==> src/rtl/stkp_pkg.sv <==
// Package: shared constants and the operation type for the stack pointer unit.
// Assumes: an 8-bit register file data path.
package stkp_pkg;
    localparam int REG_DW = 8;

    typedef enum logic [1:0] {
        OP_NONE = 2'd0,
        OP_PUSH = 2'd1,
        OP_POP  = 2'd2
    } stk_op_e;
endpackage

==> src/rtl/stkp_arith.sv <==
// Module: stkp_arith
// Works out the pointer after a push or pop and the address of this cycle's access.
// Assumes: op is already arbitrated (push wins over pop). In normal mode only the
// low field moves and the access address is confined to the internal RAM.
module stkp_arith
    import stkp_pkg::*;
#(
    parameter int PTR_W = 11,
    parameter int LO_W  = 8
) (
    input  logic [PTR_W-1:0] ptr,
    input  logic             ext,
    input  stk_op_e          op,
    output logic [PTR_W-1:0] ptr_nxt,
    output logic [PTR_W-1:0] acc_addr
);
    localparam int HI_W = PTR_W - LO_W;

    logic [PTR_W-1:0] inc_full, dec_full;
    logic [LO_W-1:0]  inc_lo, dec_lo;

    // Candidate results for both widths.
    always_comb begin
        inc_full = ptr + PTR_W'(1);
        dec_full = ptr - PTR_W'(1);
        inc_lo   = ptr[LO_W-1:0] + LO_W'(1);
        dec_lo   = ptr[LO_W-1:0] - LO_W'(1);
    end

    // Select the next pointer and the access address for the current operation.
    always_comb begin
        ptr_nxt  = ptr;
        acc_addr = ext ? ptr : {{HI_W{1'b0}}, ptr[LO_W-1:0]};
        case (op)
            OP_PUSH: begin
                ptr_nxt  = ext ? inc_full : {ptr[PTR_W-1:LO_W], inc_lo};
                acc_addr = ext ? inc_full : {{HI_W{1'b0}}, inc_lo};
            end
            OP_POP: begin
                ptr_nxt  = ext ? dec_full : {ptr[PTR_W-1:LO_W], dec_lo};
            end
            default: ;
        endcase
    end
endmodule

==> src/rtl/stkp_regif.sv <==
// Module: stkp_regif
// Register file view of the pointer: read mux, write decode, and the write-over-
// stack-operation merge that yields the pointer's next value.
// Assumes: the upper field is narrower than a register; unused bits read as 0.
module stkp_regif
    import stkp_pkg::*;
#(
    parameter int               PTR_W   = 11,
    parameter int               LO_W    = 8,
    parameter logic [7:0]       LO_ADDR = 8'h81,
    parameter logic [7:0]       HI_ADDR = 8'hB7
) (
    input  logic              reg_we,
    input  logic [7:0]        reg_addr,
    input  logic [REG_DW-1:0] reg_wdata,
    input  logic [PTR_W-1:0]  ptr_cur,
    input  logic [PTR_W-1:0]  ptr_op,
    output logic [PTR_W-1:0]  ptr_d,
    output logic [REG_DW-1:0] reg_rdata
);
    localparam int HI_W = PTR_W - LO_W;

    logic hit_lo, hit_hi;

    // Address decode.
    always_comb begin
        hit_lo = (reg_addr == LO_ADDR);
        hit_hi = (reg_addr == HI_ADDR);
    end

    // Read mux; upper bits of the high register are zero-filled.
    always_comb begin
        if (hit_lo)      reg_rdata = REG_DW'(ptr_cur[LO_W-1:0]);
        else if (hit_hi) reg_rdata = REG_DW'(ptr_cur[PTR_W-1:LO_W]);
        else             reg_rdata = '0;
    end

    // A register write replaces the stack operation's result.
    always_comb begin
        if (reg_we && hit_lo)
            ptr_d = {ptr_cur[PTR_W-1:LO_W], reg_wdata[LO_W-1:0]};
        else if (reg_we && hit_hi)
            ptr_d = {reg_wdata[HI_W-1:0], ptr_cur[LO_W-1:0]};
        else
            ptr_d = ptr_op;
    end
endmodule

==> src/rtl/stk_ptr_unit.sv <==
// Module: stk_ptr_unit (top)
// Stack pointer with an optional 11-bit extended mode that reaches past the 256-byte
// internal RAM into extension RAM from 100h upward.
// Assumes: one stack operation per cycle at most is honoured (push wins); the
// memories act on stk_addr in the same cycle as the request.
module stk_ptr_unit
    import stkp_pkg::*;
#(
    parameter int         PTR_W   = 11,
    parameter int         LO_W    = 8,
    parameter logic [7:0] LO_ADDR = 8'h81,
    parameter logic [7:0] HI_ADDR = 8'hB7,
    parameter logic [7:0] RST_LO  = 8'h07
) (
    input  logic              clk,
    input  logic              rst_n,
    input  logic              push_en,
    input  logic              pop_en,
    input  logic              cfg_we,
    input  logic              cfg_ext,
    input  logic              reg_we,
    input  logic [7:0]        reg_addr,
    input  logic [7:0]        reg_wdata,
    output logic [7:0]        reg_rdata,
    output logic              ext_mode,
    output logic [PTR_W-1:0]  stk_addr,
    output logic              stk_in_xram
);
    localparam int HI_W = PTR_W - LO_W;

    logic [PTR_W-1:0] ptr_q, ptr_op, ptr_d;
    logic             ext_q;
    stk_op_e          op;

    // Arbitrate the stack request: push has priority.
    always_comb begin
        if (push_en)     op = OP_PUSH;
        else if (pop_en) op = OP_POP;
        else             op = OP_NONE;
    end

    stkp_arith #(.PTR_W(PTR_W), .LO_W(LO_W)) u_arith (
        .ptr      (ptr_q),
        .ext      (ext_q),
        .op       (op),
        .ptr_nxt  (ptr_op),
        .acc_addr (stk_addr)
    );

    stkp_regif #(.PTR_W(PTR_W), .LO_W(LO_W), .LO_ADDR(LO_ADDR), .HI_ADDR(HI_ADDR)) u_regif (
        .reg_we    (reg_we),
        .reg_addr  (reg_addr),
        .reg_wdata (reg_wdata),
        .ptr_cur   (ptr_q),
        .ptr_op    (ptr_op),
        .ptr_d     (ptr_d),
        .reg_rdata (reg_rdata)
    );

    // Pointer register with reset value.
    always_ff @(posedge clk) begin
        if (!rst_n) ptr_q <= {{HI_W{1'b0}}, RST_LO[LO_W-1:0]};
        else        ptr_q <= ptr_d;
    end

    // Extension mode bit.
    always_ff @(posedge clk) begin
        if (!rst_n)      ext_q <= 1'b0;
        else if (cfg_we) ext_q <= cfg_ext;
    end

    // Memory select: anything above the internal 256 bytes is extension RAM.
    always_comb begin
        ext_mode    = ext_q;
        stk_in_xram = |stk_addr[PTR_W-1:LO_W];
    end
endmodule

==> config.mk <==
export PLATFORM = sky130hd
export DESIGN_NAME = stk_ptr_unit
export DESIGN_NICKNAME = d
export VERILOG_FILES = /design/src/rtl/stkp_pkg.sv /design/src/rtl/stkp_arith.sv /design/src/rtl/stkp_regif.sv /design/src/rtl/stk_ptr_unit.sv
export SDC_FILE = /design/constraint.sdc
export NUM_CORES = 1
export LEC_CHECK = 0
export ABC_AREA = 1
export BUFFER_PORTS_ARGS = -buffer_cell sky130_fd_sc_hd__buf_2
export CAP_MARGIN = 20
export CORE_MARGIN = 4
export CORE_UTILIZATION = 55
export DETAILED_ROUTE_END_ITERATION = 12
export GPL_TIMING_DRIVEN = 0
export HOLD_SLACK_MARGIN = 0.1
export PLACE_DENSITY = 0.85
export SLEW_MARGIN = 10
export SYNTH_ARGS = -nofsm -noshare
export SYNTH_HDL_FRONTEND = slang
export SYNTH_SLANG_ARGS = --single-unit
==> constraint.sdc <==
create_clock -name clk -period 3.9 [get_ports clk]
set_clock_uncertainty 0.2 [all_clocks]
set_input_delay 0.585 -clock clk [delete_from_list [all_inputs] [get_ports clk]]
set_output_delay 0.585 -clock clk [all_outputs]
set_load 0.01 [all_outputs]
After elaboration in Yosys (flattened, before gate mapping)
Index checks and enable logic that the tools add are counted.
{"block": "word_totals", "inputBits": 23, "output_inout_bits": 21, "register_bits": 12}
{"block": "classes", "add_sub_neg": 4, "mux": 12, "bitwise_logic": 1, "reduce_logical": 7, "n_eq_ne": 7}
{"operator": "2-to-1 mux 11 bit", "count": 6}
{"operator": "one-hot mux 11 bit (2 select lines)", "count": 1}
{"operator": "== test 8 bit (second input constant)", "count": 2}
{"operator": "2-to-1 mux 8 bit", "count": 2}
{"operator": "adder 11 x 1 -> 11 bit (second input constant)", "count": 1}
{"operator": "subtractor 11 x 1 -> 11 bit (second input constant)", "count": 1}
{"operator": "adder 8 x 1 -> 8 bit (second input constant)", "count": 1}
{"operator": "subtractor 8 x 1 -> 8 bit (second input constant)", "count": 1}
{"operator": "inequality test 3 x 2 -> 1 bit (second input constant)", "count": 2}
{"operator": "nonzero test 3 bit", "count": 2}
{"operator": "2-to-1 mux 2 bit", "count": 2}
{"operator": "AND reduction 4 bit", "count": 1}
{"operator": "2-to-1 mux 3 bit", "count": 1}
{"operator": "OR reduction 3 bit", "count": 1}
{"operator": "== test 2 x 1 -> 1 bit (second input constant)", "count": 1}
{"operator": "== test 2 bit (second input constant)", "count": 1}
{"operator": "logical AND 1 bit", "count": 2}
{"operator": "inequality test 2 x 1 -> 1 bit (second input constant)", "count": 1}
{"operator": "AND reduction 2 bit", "count": 1}
{"operator": "NOT 1 bit", "count": 1}

Depth between registers and ports, before layout
Gate-level depths: netlist (run 1).
{"block": "depth", "word_depth": 6, "ltp_mapped": 11, "depth_no_buf": 10}

Hierarchy
Synthesis (run 1) repeated with hierarchy kept, for this count alone.
{"block": "hier_totals", "cells_unflattened": 336, "hier_area_um2": 1820.5}
{"mod": "stkp_arith", "area_per_inst_um2": 848.3, "n_inst": 1, "seq_area_each_um2": 0.0, "cells_per_inst": 174}
{"mod": "stkp_regif", "area_per_inst_um2": 600.6, "n_inst": 1, "seq_area_each_um2": 0.0, "cells_per_inst": 117}
{"mod": "stk_ptr_unit", "area_per_inst_um2": 371.6, "n_inst": 1, "seq_area_each_um2": 240.2, "cells_per_inst": 45}

Least setup slack after synthesis (run 1)
OpenSTA, ideal clock, no wires.
{"block": "synth_timing", "path_kind": "register -> output", "startpoint": "reg ptr_q[1]", "endpoint": "out stk_in_xram", "stages_incl_launch_ff": 10, "t_required_ns": 3.115, "path_slack_ns": 1.681, "arrival_time_ns": 1.434, "path_cell_list": "dfxtp_1 -> ha_1 -> nand3_2 -> nor2_4 -> nand2_2 -> o21ai_2 -> nand2_1 -> a21oi_2 -> nor2_1 -> nand2_1"}
{"block": "synth_via", "elab_chain_len": 4}
{"item": "from (decl)", "line": "stk_ptr_unit.sv:31", "text": "logic [PTR_W-1:0] ptr_q, ptr_op, ptr_d;"}
{"item": "from (signal assigned)", "line": "stk_ptr_unit.sv:62", "text": "if (!rst_n) ptr_q <= {{HI_W{1'b0}}, RST_LO[LO_W-1:0]};"}
{"item": "from (signal assigned)", "line": "stk_ptr_unit.sv:63", "text": "else ptr_q <= ptr_d;"}
{"item": "adder 11 x 1 -> 11 bit", "line": "stkp_arith.sv:24", "text": "inc_full = ptr + PTR_W'(1);"}
{"item": "2-to-1 mux 11 bit", "line": "stkp_arith.sv:37", "text": "acc_addr = ext ? inc_full : {{HI_W{1'b0}}, inc_lo};"}
{"item": "2-to-1 mux 11 bit", "line": "stkp_arith.sv:34", "text": "case (op)"}
{"item": "via stk_addr[10]", "line": "stk_ptr_unit.sv:26", "text": "output logic [PTR_W-1:0] stk_addr,"}
{"item": "OR reduction 3 bit", "line": "stk_ptr_unit.sv:75", "text": "stk_in_xram = |stk_addr[PTR_W-1:LO_W];"}
{"item": "to (decl)", "line": "stk_ptr_unit.sv:27", "text": "output logic stk_in_xram"}
The timed path passes the listed nets, and every way through them passes these cells.

Worst setup path after layout (run 1)
{"block": "layout_timing", "startpoint": "reg ptr_q[1]", "endpoint": "out stk_in_xram"}
{"block": "layout_via", "elab_chain_len": 4}
{"item": "adder 11 x 1 -> 11 bit", "line": "stkp_arith.sv:24"}
{"item": "2-to-1 mux 11 bit", "line": "stkp_arith.sv:37"}
{"item": "2-to-1 mux 11 bit", "line": "stkp_arith.sv:34"}
{"item": "OR reduction 3 bit", "line": "stk_ptr_unit.sv:75"}
Every way passes these cells.

==> metrics.md, run 1 <==
| Metric | Value |
|---|---|
| Hold path startpoint | `rst_n` |
| Post-synth cell types | `33` |
| Setup Buffers After CTS | `0` |
| Commonest non-fill, non-tap cells in the layout | `63 x nand2_1, 44 x buf_2, 29 x nor2_1` |
| Slew @ Worst Pin | `around 0.5 ns` |
| Tmin final | `approximately 2.7 ns` |
| Vias in the first global route | `between 1000 and 1500` |
| Area grow syn2layout | `20.5%` |
| Iter 0 DRT Violations | `53` |
| RSZ-0062 raised after global routing | `false` |
| Setup TNS | `0 ns` |
| Worst vdd ir | `around 0.00021 V` |
| Wire length per cell | `approximately 13 microns` |
| Die Wd | `58.6 microns` |
| Share of cells above drive strength 1 | `between 30% and 40%` |
| Avg Inst Size Synth | `approximately 6.0 sq um` |
| First-pass GRT wire length | `roughly 6500 microns` |
| Post-CTS Resized | `0` |
| Initial antenna violation count | `0` |
| Crit path max fanout | `4` |
| CTS sink cnt | `12` |
| Dpl cell area | `approximately 0.0017 sq mm` |
| Cell Pwr Density | `~230 mW/mm^2` |
| Drt total wl | `3990 microns` |
| Final Util | `69.2%` |
| Crit path kind | `reg2out` |
| I/O Pins | `between 40 and 50` |
| Root Driver | `clkbuf_4` |
| Critical path buffer and inverter count | `1` |
| Final Hold Vio Count | `0` |
| Hold buffer count at cts | `0` |
| Final #Nets | `between 300 and 400` |
| # rows | `18` |
| Status | `finished clean` |
| Total global-route track usage | `about a quarter` |
| CORE AREA | `around 0.0025 sq mm` |
| DRT Pass-1 Iters | `5` |
| Reg clk slew, reported paths | `roughly 0.08 ns` |
| Die H | `58.6 microns` |
| Sequential-to-total area share from yosys stat | `between 10% and 20%` |
| Number of port buffers | `43` |
| Commonest non-fill, non-tap cell in the layout | `nand2_1` |
| Worst setup path end | `stk_in_xram` |
| Critical Path Max Stage Delay | `0.40 ns` |
| Finished Cell Area | `roughly 0.0017 sq mm` |
| FF-to-FF setup slack | `roughly 2 ns` |
| Worst skew pair latency | `~0.28 ns` |
| Crit path top cell by count | `nand2_1` |
| # setup viols final | `0` |
| Placed Cells | `307` |
| CP endpoint kind | `output port` |
| Starting Density | `a little under three fifths` |
| Crit path launch | `ptr_q[1]` |
| Final Max Tran Viols | `0` |
| CTS tree | `done` |
| Critical path arrival | `~1.9 ns` |
| Worst R2R Start | `ptr_q[0]` |
| Via density | `~5.5` |
| Critical path's top delay family | `simple AND/OR/NAND/NOR gates` |
| HP Class | `in2reg` |
| Final period util | `between 60% and 70%` |
| HPWL Detailed | `approximately 3100 microns` |
| Fmax | `around 370 MHz` |
| WP data required | `3.12 ns` |
| R2R depth | `11` |
| Residual DRC | `0` |
| Mapped Area | `0.00141 sq mm` |
| ANT nets after route | `0` |
| Via count | `approximately 1700` |
| Stages on the worst setup path | `10` |
| CTS Buf Count | `3` |
| Cell Count, Final, Fillers Out | `311` |
| Clock tree buffer depth | `2` |
| Post-Syn Nets | `between 200 and 300` |
| Ant diodes | `0` |
| GP Congestion | `0.935` |
| Relative slew slack | `67.3%` |
| Reg-to-Reg End | `ptr_q[10]` |
| Die area | `0.00344 sq mm` |
| YS warnings | `0` |
| Remaining Overflow, GRT | `0` |
| Max-capacitance violation count | `0` |
| Seq cells post-synth | `12` |
| Hold WS | `0.328 ns` |
| Slowest cell on the critical path | `dfxtp_1` |
| Cell Chain, Critical Path | `ha_1, nand3_2, nor2_4, nand2_2, o21ai_2, nand2_1, a21oi_2, nor2_1, nand2_1, buf_2` |
| Leak | `0.803 nW` |
| Largest net degree at the start of global routing | `11` |
| Syn Inst Count | `234` |
| Startpoint types | `flop` |
| Htree depth | `1` |
## per-layer routing
metal	routed length [microns]	share of wire, %	global-route usage [%]
met2	1810	45	38.9
met1	1590	40	32.9
met5	0	0	0
met4	120	3.0	11.7
met3	460	12	3.07
## cell families (layout without fill, tap and decap cells)
group                      Yosys count  after routing  share of synthesized area [%]
buffers and inverters               31             78                           9.14
and+or+nand+nor                    150            150                           53.4
DFF                                 12             12                           17.0
adders and majority gates            2              2                           1.77
xor gates and xnor gates             9              9                           5.59
AOI/OAI and AO/OA                   30             30                           13.0
## synthesized netlist by cell type (all sizes together)
master | count | share of area (%)
o2111ai | 2 | 1.2
buf | 4 | 2.0
or2 | 1 | 0.44
nand4 | 9 | 4.0
xnor2 | 2 | 1.2
inv | 25 | 6.7
clkbuf | 1 | 0.27
nor2 | 36 | 13
a21oi | 7 | 3.0
clkinv | 1 | 0.27
nand2 | 69 | 20
xor2 | 7 | 4.3
dfxtp | 12 | 17
a31oi | 4 | 1.8
nand3 | 30 | 13
nor3 | 5 | 3.3
o22ai | 3 | 1.3
o21ai | 13 | 5.1
o31ai | 1 | 0.53
ha | 2 | 1.8
## worst min path at each step
stage                endpoint  slack, ns  cells past startpoint
floorplan           ptr_q[10]       0.28                      2
global placement    ptr_q[10]       0.31                      2
detailed placement  ptr_q[10]       0.33                      2
CTS                  ptr_q[2]       0.33                      2
global route         ptr_q[2]       0.34                      2
finish               ptr_q[2]       0.33                      2
## layout make-up
type / count / area, sq um
fillers: 252 / 756
flip-flops and latches: 12 / 240
plain buffers: 5 / 31.3
repair buffers: 43 / 215
well taps: 30 / 37.5
clock buffers: 4 / 36.3
multi-input cells: 191 / 1040
inverters: 26 / 97.6
## power breakdown
| part | internal (mW) | switching, mW |
|---|---|---|
| logic | 0.0577 | 0.0944 |
| clock network | 0.0568 | 0.0476 |
| registers | 0.131 | 0.00696 |
## per-stage QoR
step	worst slack, ns	total power, mW
after floorplan	1.68	0.246
after detailed placement	1.46	0.291
final	1.22	0.394
after CTS	1.22	0.393
after global routing	1.05	0.421
after global placement	1.46	0.289
## sequential cells by signal, indices dropped and copies added (netlist names)
signal    flops
ext_mode      1
ptr_q        11
(Power assumes the default switching activity.)
==> run 2, diff against run 1 <==
Settings changed: CORE_UTILIZATION 55 to 46, PLACE_DENSITY 0.85 to 0.76.
Clock period 3.9 ns to 2.35 ns, I/O delays scaled along.
==> metrics.md, run 2 (synthesized netlist as in run 1, its figures left out) <==
| Metric | Value |
|---|---|
| Status | `finished clean` |
| Via density | `5.34 (-2.7%)` |
| Slew @ Worst Pin | `0.501 ns (+0.0107 ns)` |
| Biggest register | `ptr_q` |
| Root Driver | `clkbuf_4` |
| Slowest cell on the critical path | `dfxtp_4` |
| Iter 0 DRT Violations | `89 (+68%)` |
| Dpl cell area | `0.00166 sq mm (about the same)` |
| ANT nets after route | `0 (unchanged)` |
| Critical Path Max Stage Delay | `0.38 ns (-0.02 ns)` |
| Largest net degree at the start of global routing | `11 (unchanged)` |
| CTS tree | `done` |
| Wire length per cell | `13.3 microns (+3.5%)` |
| Cell Chain, Critical Path | `ha_4, nand3_4, nor2_4, nand2_2, o21ai_2, nand2_1, a21oi_2, nor2_1, nand2_1, buf_2` |
| RSZ-0062 raised after global routing | `true` |
| FILL cells | `294 (+17%)` |
| Drt total wl | `4170 microns (+4.5%)` |
| Footprint of the multi-input gates | `0.00106 sq mm (+1.9%)` |
| Crit path launch | `ptr_q[1]` |
| CORE AREA | `0.00285 sq mm (+16%)` |
| Via count | `1676 (-1.8%)` |
| Die area | `0.00402 sq mm (+17%)` |
| Leak | `0.815 nW (+1.6%)` |
| Stages on the worst setup path | `10 (unchanged)` |
| First-pass GRT wire length | `6960 microns (+6.6%)` |
| Die H | `63.4 microns (+8.1%)` |
| Register area | `245 sq um (+2.1%)` |
| I/O Pins | `44 (unchanged)` |
| Critical path arrival | `1.71 ns (-0.19 ns)` |
| Clock tree buffer depth | `2 (unchanged)` |
| Final Max Tran Viols | `0 (unchanged)` |
| Placed Cells | `308 (+0.33%)` |
| Cell Count, Final, Fillers Out | `314 (+0.96%)` |
| Max-capacitance violation count | `0 (unchanged)` |
| Final Hold Vio Count | `0 (unchanged)` |
| CP endpoint kind | `output port` |
| Reg clk slew, reported paths | `0.09 ns (about the same)` |
| CTS sink cnt | `12 (unchanged)` |
| # setup viols final | `0 (unchanged)` |
| Initial antenna violation count | `0 (unchanged)` |
| Fmax | `~440 MHz` |
| Final period util | `a little over nine tenths` |
| WP data required | `1.80 ns (-1.32 ns)` |
| Worst R2R Start | `ptr_q[0]` |
| GP Congestion | `0.959 (+2.5%)` |
| FF-to-FF setup slack | `0.49 ns (-1.54 ns)` |
| Htree depth | `1 (unchanged)` |
| Startpoint types | `flop` |
| DRT Pass-1 Iters | `4 (-1)` |
| # rows | `19 (+1)` |
| Vias in the first global route | `1578 (+6.7%)` |
| Critical path's top delay family | `simple AND/OR/NAND/NOR gates` |
| Crit path kind | `reg2out` |
| Total global-route track usage | `21.7% (-2.8 points)` |
| Tmin final | `around 2.3 ns` |
| Flip-flop count of the largest register after layout | `11 (unchanged)` |
| Number of port buffers | `43 (unchanged)` |
| Worst setup path end | `stk_in_xram` |
| Commonest non-fill, non-tap cells in the layout | `63 x nand2_1, 44 x buf_2, 29 x nor2_1` |
| Share of cells above drive strength 1 | `32.2% (+1.2 points)` |
| R2R depth | `11 (unchanged)` |
| Ant diodes | `0 (unchanged)` |
| Remaining Overflow, GRT | `0 (unchanged)` |
| HPWL Detailed | `3200 microns (+3.4%)` |
| Die Wd | `63.4 microns (+8.1%)` |
| HP Class | `in2reg` |
| Worst skew pair latency | `0.29 ns (about the same)` |
| Worst vdd ir | `0.000285 V (+33%)` |
| Final #Nets | `309 (+0.65%)` |
| CTS Buf Count | `3 (unchanged)` |
| Starting Density | `49.4% (-8.0 points)` |
| Crit path top cell by count | `nand2_1` |
| Reg-to-Reg End | `ptr_q[8]` |
| Commonest non-fill, non-tap cell in the layout | `nand2_1` |
| Critical path buffer and inverter count | `1 (unchanged)` |
| Residual DRC | `0 (unchanged)` |
| Relative slew slack | `66.6% (-0.71 points)` |
| Crit path max fanout | `4 (unchanged)` |
| Finished Cell Area | `0.00175 sq mm (+2.8%)` |
| Area grow syn2layout | `23.9%` |
| Cell Pwr Density | `388 mW/mm^2 (+67%)` |
run 2: worst min-delay path by stage:
stage	from	end	cells past startpoint
finish	cfg_ext	ext_mode	3
global placement	ptr_q[9]	ptr_q[9]	2
global route	cfg_ext	ext_mode	3
detailed placement	ptr_q[9]	ptr_q[9]	2
floorplan	rst_n	ptr_q[2]	1
CTS	reg_wdata[2]	ptr_q[2]	3
run 2: timing repair:
item                       4_1_cts  5_1_grt
hold endpoints to repair         1        0
hold buffers                     1        0
buffers inserted                 0        1
pin swaps                        0        1
resized for setup                3        4
setup endpoints to repair        3        2
run 2: metal layers:
layer / share of wire, % / vias up / track usage, %
met3: 6.1 / 9 / 3.20
li1: - / 876 / -
met4: 2.7 / 0 / 11.6
met2: 45 / 59 / 35.2
met5: 0 / - / 0
met1: 46 / 732 / 27.5
run 2: worst min-delay path, delay by kind of cell:
family	cells	cell delay (ns)
AOI/OAI and AO/OA	1	0.05
and+or+nand+nor	1	0.07
buffers and inverters	1	0.08
run 2: final cells by class:
cell class | count | share of cell area, %
plain buffers | 5 | 2.01
clock buffers | 4 | 2.08
inverters | 26 | 5.59
multi-input cells | 191 | 60.7
flip-flops and latches | 12 | 14.0
well taps | 31 | 2.22
repair buffers | 45 | 13.3
run 2: report_power, final:
part,internal (mW),switching [mW],leakage (nW)
clock,0.0945,0.0876,0.0210
combinational,0.102,0.162,0.696
sequential,0.218,0.0137,0.0984
run 2: per-stage QoR:
step	total power, mW	setup TNS, ns	util [%]	setup slack (ns)	hold slack (ns)
final	0.678	0	61.2	0.0838	0.0900
after global routing	0.713	-0.0165	61.2	-0.0165	0.119
after CTS	0.664	0	60.4	0.0315	0.100
after detailed placement	0.485	0	58.3	0.225	0.308
after global placement	0.484	0	58.3	0.214	0.308
after floorplan	0.409	0	-	0.363	0.240
==> run 3, diff against run 2 <==
==> constraint.sdc (replaced) <==
create_clock -name clk -period 2.35 [get_ports clk]
set_clock_uncertainty 0.2 [all_clocks]
set_input_delay 0.47 -clock clk [delete_from_list [all_inputs] [get_ports clk]]
set_output_delay 0.47 -clock clk [all_outputs]
set_load 0.01 [all_outputs]
==> metrics.md, run 3 (synthesized netlist as in run 1, its figures left out) <==
| Metric | Value |
|---|---|
| Status | `finished clean` |
| # setup viols final | `0 (unchanged)` |
| Relative slew slack | `67.2% (+0.60 points)` |
| Biggest register | `ptr_q` |
| Area grow syn2layout | `30.9%` |
| Cell Chain, Critical Path | `ha_4, nand3_4, nor2_4, nand2_2, o21ai_2, nand2_1, a21oi_2, nor2_1, nand2_1, buf_2` |
| Crit path top cell by count | `nand2_1` |
| Critical path arrival | `1.66 ns (-0.05 ns)` |
| Hold path startpoint | `cfg_ext` |
| HPWL Detailed | `3200 microns (unchanged)` |
| Critical path buffer and inverter count | `1 (unchanged)` |
| Root Driver | `clkbuf_4` |
| Commonest non-fill, non-tap cells in the layout | `61 x nand2_1, 45 x buf_2, 28 x nor2_1` |
| Die area | `0.00402 sq mm (unchanged)` |
| GP Congestion | `0.959 (unchanged)` |
| Remaining Overflow, GRT | `0 (unchanged)` |
| Largest net degree at the start of global routing | `11 (unchanged)` |
| Commonest non-fill, non-tap cell in the layout | `nand2_1` |
| Hold buffer count at cts | `0 (-1)` |
| FILL cells | `284 (-3.4%)` |
| Worst vdd ir | `0.000280 V (-1.5%)` |
| CTS sink cnt | `12 (unchanged)` |
| First-pass GRT wire length | `7020 microns (+0.79%)` |
| Iter 0 DRT Violations | `113 (+27%)` |
| Max-capacitance violation count | `0 (unchanged)` |
| Drt total wl | `4390 microns (+5.4%)` |
| Hold WS | `0.206 ns (+0.116 ns)` |
| Flip-flop count of the largest register after layout | `11 (unchanged)` |
| Initial antenna violation count | `0 (unchanged)` |
| Share of cells above drive strength 1 | `38.3% (+6.1 points)` |
| CTS Buf Count | `3 (unchanged)` |
| Slowest cell on the critical path | `dfxtp_2` |
| WP data required | `1.68 ns (-0.12 ns)` |
| Crit path kind | `reg2out` |
| R2R depth | `11 (unchanged)` |
| CTS tree | `done` |
| Residual DRC | `0 (unchanged)` |
| Leak | `0.878 nW (+7.7%)` |
| Via count | `1722 (+2.7%)` |
| Reg-to-Reg End | `ptr_q[8]` |
| Total global-route track usage | `21.9% (+0.21 points)` |
| Clock tree buffer depth | `2 (unchanged)` |
| Worst R2R Start | `ptr_q[0]` |
| HP Class | `in2reg` |
| DRT Pass-1 Iters | `4 (unchanged)` |
| Worst skew pair latency | `0.29 ns (about the same)` |
| Htree depth | `1 (unchanged)` |
| Cell Pwr Density | `390 mW/mm^2 (+0.33%)` |
| Final Hold Vio Count | `0 (unchanged)` |
| Hold Path Sink | `ext_mode` |
| Final period util | `99.0% (+2.5 points)` |
| Die Wd | `63.4 microns (unchanged)` |
| FF-to-FF setup slack | `0.46 ns (-0.03 ns)` |
| CP endpoint kind | `output port` |
| Final Max Tran Viols | `0 (unchanged)` |
| Startpoint types | `flop` |
| Via density | `5.36 (+0.50%)` |
| Final #Nets | `316 (+2.3%)` |
| Setup TNS | `0 ns (unchanged)` |
| Critical path's top delay family | `simple AND/OR/NAND/NOR gates` |
| Die H | `63.4 microns (unchanged)` |
| # rows | `19 (unchanged)` |
| Ant diodes | `0 (unchanged)` |
| Slew @ Worst Pin | `0.492 ns (-0.00905 ns)` |
| Critical Path Max Stage Delay | `0.36 ns (-0.02 ns)` |
| Cell Count, Final, Fillers Out | `321 (+2.2%)` |
| ANT nets after route | `0 (unchanged)` |
| Tmin final | `2.33 ns (+0.0598 ns)` |
| Reg clk slew, reported paths | `0.09 ns (about the same)` |
| Worst Hold Depth | `3 (unchanged)` |
| CORE AREA | `0.00285 sq mm (unchanged)` |
| Number of port buffers | `43 (unchanged)` |
| Starting Density | `49.4% (unchanged)` |
| RSZ-0062 raised after global routing | `true` |
| Wire length per cell | `13.7 microns (+3.1%)` |
| Crit path max fanout | `3 (-1)` |
| Vias in the first global route | `1605 (+1.7%)` |
| Fmax | `430 MHz (-2.6%)` |
| I/O Pins | `44 (unchanged)` |
| Placed Cells | `308 (unchanged)` |
==> run 3: cell type report <==
| cell class | instances | area, sq um | share of cell area [%] |
|---|---|---|---|
| Multi-Input combinational cell | 191 | 1100 | 59.4 |
| Timing Repair Buffer | 52 | 280 | 15.2 |
| Sequential cell | 12 | 254 | 13.8 |
| Inverter | 26 | 97.6 | 5.29 |
| Buffer | 5 | 42.5 | 2.31 |
| Tap cell | 31 | 38.8 | 2.10 |
| Clock buffer | 4 | 36.3 | 1.97 |
==> run 3: worst min-delay path, stage by stage <==
cell     delay [ns]
buf_2          0.08
a21oi_1        0.05
nor2_1         0.07
==> run 3: stage by stage <==
step           setup WS [ns]  cell area, sq um  util [%]  total power, mW
2_1_floorplan          0.246              1410         -            0.409
3_3_place_gp          0.0964              1660      58.3            0.484
3_5_place_dp           0.107              1660      58.3            0.485
4_1_cts             -0.00666              1750      61.3            0.673
5_1_grt              -0.0734              1850      64.7            0.756
6_report              0.0240              1850      64.7            0.719
==> run 3: power by group <==
| group | internal (mW) | switching (mW) |
|---|---|---|
| logic | 0.124 | 0.177 |
| clock network | 0.0945 | 0.0895 |
| registers | 0.220 | 0.0138 |
| total | 0.439 | 0.280 |
==> run 3: how the worst max path moves through the flow <==
| stage | start | to | cells after the start |
|---|---|---|---|
| final | ptr_q[0] | stk_in_xram | 10 |
| after detailed placement | ptr_q[1] | stk_in_xram | 10 |
| after global routing | ptr_q[0] | stk_in_xram | 10 |
| after global placement | ptr_q[1] | stk_in_xram | 10 |
| after CTS | ptr_q[1] | stk_in_xram | 10 |
| after floorplan | ptr_q[1] | stk_in_xram | 9 |
==> run 3: repair_timing <==
action                                  in CTS  in global routing
endpoints found under the setup margin       4                  6
buffers inserted                             3                  5
resized for setup                            6                 19
endpoints found under the hold margin        0                  0
pin swaps                                    3                 13
gates cloned                                 0                  1
==> run 3: per-layer routing <==
layer  part of all wire, %  vias to the layer above  global-route usage, %
met5                     0                        -                      0
met4                   1.6                        0                   12.1
met3                   6.9                        7                   3.20
met2                    46                       64                   35.9
met1                    45                      765                   27.4
li1                      -                      886                      -
